`config.mk`:
```
export PLATFORM = sky130hd
export DESIGN_NAME = evt_stat_bank
export DESIGN_NICKNAME = d
export VERILOG_FILES = /design/src/rtl/stat_pkg.sv /design/src/rtl/stat_counter.sv /design/src/rtl/stat_rdport.sv /design/src/rtl/evt_stat_bank.sv
export SDC_FILE = /design/constraint.sdc
export NUM_CORES = 1
export LEC_CHECK = 0
export CAP_MARGIN = 20
export CORE_MARGIN = 3
export CORE_UTILIZATION = 45
export CTS_CLUSTER_DIAMETER = 100
export DETAILED_ROUTE_END_ITERATION = 12
export DONT_BUFFER_PORTS = 1
export PLACE_DENSITY = 0.6
export SYNTH_ARGS = -nofsm -noshare
export SYNTH_HDL_FRONTEND = slang
export SYNTH_SLANG_ARGS = --single-unit
```
`constraint.sdc`:
```
create_clock -name clk -period 2.8 [get_ports clk]
set_clock_uncertainty 0.15 [all_clocks]
set_input_delay 0.56 -clock clk [delete_from_list [all_inputs] [get_ports clk]]
set_output_delay 0.56 -clock clk [all_outputs]
set_load 0.02 [all_outputs]
```
`src/rtl/stat_pkg.sv`:
```
package stat_pkg;
  localparam int STAT_NUM_DEF   = 5;
  localparam int STAT_WIDTH_DEF = 32;
  localparam int STAT_SEL_DEF   = 3;

  function automatic int sel_bits(input int n);
    return (n < 2) ? 1 : $clog2(n);
  endfunction
endpackage

```
`src/rtl/stat_counter.sv`:
```
module stat_counter #(
  parameter int W = 32
) (
  input  logic         clk,
  input  logic         rst,
  input  logic         evt,
  input  logic         clr,
  output logic [W-1:0] cnt
);
  localparam logic [W-1:0] ONE = W'(1);

  always_ff @(posedge clk) begin
    if (rst)       cnt <= '0;
    else if (clr)  cnt <= evt ? ONE : '0;
    else if (evt)  cnt <= cnt + ONE;
  end

  AST_CLEAR_KEEPS_EVENT: assert property (@(posedge clk) disable iff (rst)
    clr |=> (cnt == ($past(evt) ? ONE : '0)));
  AST_IDLE_HOLDS: assert property (@(posedge clk) disable iff (rst)
    (!clr && !evt) |=> $stable(cnt));
endmodule

```
`src/rtl/stat_rdport.sv`:
```
module stat_rdport #(
  parameter int N  = 5,
  parameter int W  = 32,
  parameter int SW = 3
) (
  input  logic                clk,
  input  logic                rst,
  input  logic                stb,
  input  logic                busy,
  input  logic [SW-1:0]       sel,
  input  logic [N-1:0][W-1:0] cnt_bus,
  output logic [N-1:0]        clr_vec,
  output logic [W-1:0]        rd_data,
  output logic                rd_valid
);
  logic         accept;
  logic [W-1:0] pick;

  assign accept = stb && !busy;

  always_comb begin
    pick    = '0;
    clr_vec = '0;
    for (int i = 0; i < N; i++) begin
      if (int'(sel) == i) begin
        pick       = cnt_bus[i];
        clr_vec[i] = accept;
      end
    end
  end

  always_ff @(posedge clk) begin
    if (rst) begin
      rd_data  <= '0;
      rd_valid <= 1'b0;
    end else begin
      rd_valid <= accept;
      rd_data  <= accept ? pick : '0;
    end
  end

  AST_ONE_CLEAR: assert property (@(posedge clk) disable iff (rst)
    $onehot0(clr_vec));
endmodule

```
`src/rtl/evt_stat_bank.sv`:
```
module evt_stat_bank
  import stat_pkg::*;
#(
  parameter int N_CNT = STAT_NUM_DEF,
  parameter int CNT_W = STAT_WIDTH_DEF,
  parameter int SEL_W = STAT_SEL_DEF
) (
  input  logic             clk,
  input  logic             rst,
  input  logic [N_CNT-1:0] evt,
  input  logic             rd_stb,
  input  logic [SEL_W-1:0] rd_sel,
  input  logic             rd_busy,
  output logic [CNT_W-1:0] rd_data,
  output logic             rd_valid
);
  localparam int NEED_SEL = sel_bits(N_CNT);

  logic [N_CNT-1:0][CNT_W-1:0] cnt_bus;
  logic [N_CNT-1:0]            clr_vec;

  for (genvar g = 0; g < N_CNT; g++) begin : g_cnt
    stat_counter #(.W(CNT_W)) u_cnt (
      .clk (clk),
      .rst (rst),
      .evt (evt[g]),
      .clr (clr_vec[g]),
      .cnt (cnt_bus[g])
    );
  end

  stat_rdport #(.N(N_CNT), .W(CNT_W), .SW(SEL_W)) u_rd (
    .clk      (clk),
    .rst      (rst),
    .stb      (rd_stb),
    .busy     (rd_busy),
    .sel      (rd_sel),
    .cnt_bus  (cnt_bus),
    .clr_vec  (clr_vec),
    .rd_data  (rd_data),
    .rd_valid (rd_valid)
  );

  initial begin
    AST_SEL_WIDE: assert (SEL_W >= NEED_SEL);
  end

  AST_VALID_AFTER_READ: assert property (@(posedge clk) disable iff (rst)
    (rd_stb && !rd_busy) |=> rd_valid);
  AST_DATA_SAMPLED: assert property (@(posedge clk) disable iff (rst)
    (rd_stb && !rd_busy && int'(rd_sel) < N_CNT)
      |=> rd_data == $past(cnt_bus[rd_sel]));
  AST_BUSY_REFUSED: assert property (@(posedge clk) disable iff (rst)
    rd_busy |=> (!rd_valid && rd_data == '0));
  AST_SPARE_SEL_ZERO: assert property (@(posedge clk) disable iff (rst)
    (rd_stb && !rd_busy && int'(rd_sel) >= N_CNT) |=> rd_data == '0);
endmodule

```
==> impl_metrics.ini, run 1 <==
[pwr]
powerDensity_nw_per_um2 = 506.2
power_leakage_nw = 3.315
peakVddDrop_v = 0.0003263
finalPower_mw = 5.528

[timing]
fin_crit_ns = 2.360
fin_crit_sh = 0.8429
finalSetupViolCount = 0
max_freq_mhz = 423.7
slew_viol_final = 0
slew_headroom = 0.4334
setup_tns_ns = 0
hold_viol_final = 0
setup_ws_ns = 0.4398
rsz0062_at_grt = no
worst_slew_pin_slew_ns = 0.8499

[critical_path]
critPathKind = reg -> reg
critPathTopFamily = simple AND/OR/NAND/NOR gates
worstPathRequired_ns = 3.03
worstSetupEndpointType = flip-flop
crit_slowest_cell = or4_4
crit_chain = ha_1 -> nand4_2 -> or4_4 -> or4_1 -> a21oi_1
cp_max_fo = 11
crit_path_max_incr_delay_ns = 0.66
critPathLaunchType = flip-flop
crit_buf_inv = 0
crit_arrival_ns = 2.59

[detailed_routing]
met3_wirelength_um = 1819
drt_first_pass_iters = 5
drt-total-wl_um = 28960
initialDrtViolationCount = 715
vias = 9190
drc = 0
ant_nets = 0
drt-met1-wl_um = 14210
wire_per_inst_um = 20.02
route.top_layer_used = met4
routed_via_density = 6.351
met2_length_um = 12450

[clock_network]
root_buffer = clkbuf_16
clock_sinks = 193
path_clk_slew_ns = 0.08
ctsHoldBuffers = 0
cts_tree = built
post_cts_buffers = 0
clkLatencyLatePin_ns = 0.45
cts_max_level = 4
cts_resized = 0
numCtsBuffers = 17
clockBufferDepth = 2

[synth]
syn_area_um2 = 10090
synthArstFlopShare = 0
yosys_register_bits = 193
ys_seq_area_frac = 0.3830
syn_avg_cell_area_um2 = 8.513
synth_warnings = 0
syn-num-nets = 1202
synth-edff-count = 0
synth-main-ff-cell = dfxtp_1
synth_cells = 1185
yosysUniqueCellTypes = 61

[layout]
final_common_cell = dfxtp_1
drive_gt1_frac = 0.07798
final_cell_mix = dfxtp_1, a21oi_1, nand2_1, nand4_1
num_antenna_cells = 0
nFillCells = 2103
fin_nets = 1171
area_growth_pct = 8.248

[floorplan]
core_area_um2 = 21960
rows = 54
io_pins = 45
die_h_um = 155.7
start_util = 0.4594
die_width_um = 155.7
die_area_um2 = 24250

[grt]
grt_overflow = 0
grt_pass1_vias = 7863
antenna_found_initial = 0
grt_max_degree = 48
grt_pass1_wl_um = 45150
track_usage = 0.2354

[outcome]
status = finished clean

[place]
port-buffer-count = 0
hpwl_um = 21040
gp_congestion = 0.9222
dp_slack_ns = 0.3928

[flow_run]
drv.max_cap_violation_count = 0

[worst_hold_path]
min_path_type = in -> reg
power by group:
part | switching, mW | internal, mW
combinational | 0.149 | 0.0843
clock | 1.19 | 1.31
sequential | 0.0297 | 2.76
total | 1.37 | 4.16
layer usage:
layer  global-route usage  up-vias
met5                    0        -
met2               0.3392      283
met3              0.04965       23
met4              0.06056        0
met1               0.3572     4399
li1                     -     4485
flip-flops by register name (all words and copies together), names as in the netlist:
| name | cells |
|---|---|
| g_cnt.u_cnt.cnt | 160 |
| u_rd.rd_data | 32 |
| u_rd.rd_valid | 1 |
worst register-to-register path: stages (launching register included):
cell     delay, ns
dfxtp_1       0.42
ha_1          0.24
nand4_2       0.18
or4_4         0.66
or4_1         0.50
a21oi_1       0.15
synth_stat cells (all sizes together) (25+ instances only):
master	instances	area [µm²]
o31ai	47	352.8
nand2b	26	162.7
clkbuf	61	232.7
o21ai	56	280.3
or3	30	188.9
and4	25	219.0
nand3	51	255.2
nand2	93	349.1
nand4	62	394.1
mux2i	54	540.5
a21oi	116	580.6
dfxtp	193	3864
or4	59	451.7
a22oi	29	217.7
nor2	54	202.7
worst paths after layout:
| kind | start | endpoint | slack, ns | cells past startpoint |
|---|---|---|---|---|
| hold reg to reg | g_cnt[3].u_cnt.cnt[31] | g_cnt[3].u_cnt.cnt[31] | 0.32 | 2 |
| setup / recovery | g_cnt[4].u_cnt.cnt[1] | g_cnt[4].u_cnt.cnt[28] | 0.44 | 5 |
| setup reg to reg | g_cnt[4].u_cnt.cnt[1] | g_cnt[4].u_cnt.cnt[28] | 0.44 | 5 |
| hold / removal | rst | g_cnt[2].u_cnt.cnt[0] | 0.04 | 1 |
stage by stage:
| stage | utilization | instance area (µm²) | hold WS (ns) | std cells |
|---|---|---|---|---|
| 2_1_floorplan | - | 10090 | 0.2929 | 1185 |
| 5_1_grt | 0.4973 | 10920 | 0.02242 | 1447 |
| 6_report | 0.4973 | 10920 | 0.04327 | 1447 |
| 4_1_cts | 0.4973 | 10920 | 0.02329 | 1447 |
| 3_5_place_dp | 0.4703 | 10330 | 0.3164 | 1415 |
| 3_3_place_gp | 0.4703 | 10330 | 0.3035 | 1415 |
cell families after synthesis:
family          share of synthesized area
simple gates                       0.2743
xor+xnor                          0.02691
compound gates                     0.1966
flops                              0.3830
fa+ha+maj                        0.006201
mux                               0.07255
buf+inv                           0.04043
cell type report:
| class | instances | area, µm² | share of cell area |
|---|---|---|---|
| Clock buffer | 19 | 452.9 | 0.04148 |
| Clock inverter | 13 | 140.1 | 0.01283 |
| Inverter | 17 | 63.81 | 0.005843 |
| Multi-Input combinational cell | 894 | 5817 | 0.5327 |
| Sequential cell | 193 | 3864 | 0.3538 |
| Tap cell | 280 | 350.3 | 0.03208 |
| Timing Repair Buffer | 31 | 232.7 | 0.02131 |
(Power assumes the default switching activity.)
==> inputs of run 2 (changes only) <==
- clock period: 2.8 -> 2.2 ns (I/O delays scaled with it)
==> impl_metrics.ini, run 2 (synthesized netlist as in run 1, its figures left out) <==
[layout]
final_common_cell = dfxtp_1
final_cell_mix = dfxtp_1, a21oi_1, buf_4, nand2_1, nand4_1
num_antenna_cells = 0
area_growth_pct = 16.54
utilization = 0.5354
nFillCells = 2029
top_register = g_cnt.u_cnt.cnt
fin_nets = 1255
reg.largest.list = g_cnt.u_cnt.cnt (160), u_rd.rd_data (32), u_rd.rd_valid (1)
multi_input_area_um2 = 5877
largest_register_ffs = 160
seqCellArea_um2 = 3872
drive_gt1_frac = 0.1439

[critical_path]
crit_slowest_cell = or4_4
critPathLaunchType = flip-flop
crit_chain = ha_4 -> nand4_4 -> or4_4 -> or4_1 -> a21oi_1
critPathKind = reg -> reg
crit_arrival_ns = 2.33
worstPathRequired_ns = 2.42
cp_max_fo = 8
crit_path_max_incr_delay_ns = 0.59
worstSetupEndpointType = flip-flop

[grt]
grt_max_degree = 39
grt_pass1_vias = 8896
grt_pass1_wl_um = 50160
grt_overflow = 0
antenna_found_initial = 1
track_usage = 0.2609

[flow_run]
drv.max_cap_violation_count = 0

[detailed_routing]
vias = 9714
drc = 0
wire_per_inst_um = 20.68
routed_via_density = 6.345
drt-total-wl_um = 31660
drt_first_pass_iters = 5
ant_nets = 0
initialDrtViolationCount = 838

[timing]
finalSetupViolCount = 0
worst_slew_pin_slew_ns = 0.8832
fin_crit_sh = 0.9579
slew_headroom = 0.4112
setup_ws_ns = 0.09260
setup_tns_ns = 0
hold_viol_final = 0
max_freq_mhz = 474.5
slew_viol_final = 0
fin_hold_ws_ns = 0.02078
fin_crit_ns = 2.107

[floorplan]
start_util = 0.4594
rows = 54
die_area_um2 = 24250
io_pins = 45
die_width_um = 155.7
die_h_um = 155.7
core_area_um2 = 21960

[outcome]
status = finished clean

[clock_network]
clock_sinks = 193
root_buffer = clkbuf_16
clkLatencyLatePin_ns = 0.43
numCtsBuffers = 17
path_clk_slew_ns = 0.07
clockBufferDepth = 2
cts_tree = built
cts_max_level = 4

[place]
gp_congestion = 0.9020
port-buffer-count = 0
dp_slack_ns = 0.03175
hpwl_um = 22810

[pwr]
powerDensity_nw_per_um2 = 621.8
power_leakage_nw = 3.789
peakVddDrop_v = 0.0004901
finalPower_mw = 7.311

[worst_hold_path]
min_path_type = in -> reg
-- run 2: timing repair --
item / CTS / global route
gates resized for setup: 0 / 17
endpoints found under the setup margin: 0 / 26
buffers inserted: 0 / 2
hold buffers: 7 / 0
hold endpoints to repair: 12 / 0
-- run 2: area by class of cell --
type | instances | share of cell area
inverters | 17 | 0.005427
repair buffers | 115 | 0.08130
well taps | 280 | 0.02980
clock inverters | 12 | 0.01543
flip-flops and latches | 193 | 0.3294
multi-input cells | 894 | 0.4998
clock buffers | 20 | 0.03884
-- run 2: final timing paths --
path,slack [ns],start,end,cells past startpoint
worst min register to register,0.32,g_cnt[3].u_cnt.cnt[31],g_cnt[3].u_cnt.cnt[31],2
worst max register to register,0.09,g_cnt[4].u_cnt.cnt[1],g_cnt[4].u_cnt.cnt[28],5
worst min-delay path,0.02,evt[3],g_cnt[3].u_cnt.cnt[1],2
worst max-delay path,0.09,g_cnt[4].u_cnt.cnt[1],g_cnt[4].u_cnt.cnt[28],5
-- run 2: worst max-delay path: cells and delay by family, from the launching register on --
kind,cells,cell delay (ns)
flip-flops,1,0.37
AO/OA/AOI/OAI,1,0.15
AND/OR/NAND/NOR,3,1.20
adder cells (fa/ha/maj),1,0.16
-- run 2: metrics by stage --
stage,cells,area [µm²]
floorplan,1185,10090
CTS,1529,11670
finish,1531,11760
global route,1531,11760
global placement,1490,10970
detailed placement,1490,10970
-- run 2: power by group --
part / internal, mW / total, mW / switching [mW]
Sequential: 3.52 / 3.55 / 0.0303
Combinational: 0.152 / 0.372 / 0.220
Clock: 1.97 / 3.39 / 1.42
Total: 5.64 / 7.31 / 1.67
-- run 2: routing by layer --
layer | vias to the layer above | global-route usage | share of wire
li1 | 4658 | - | -
met5 | - | 0 | 0
met1 | 4683 | 0.3926 | 0.47
met3 | 44 | 0.04272 | 0.063
met2 | 329 | 0.3806 | 0.44
met4 | 0 | 0.08410 | 0.026
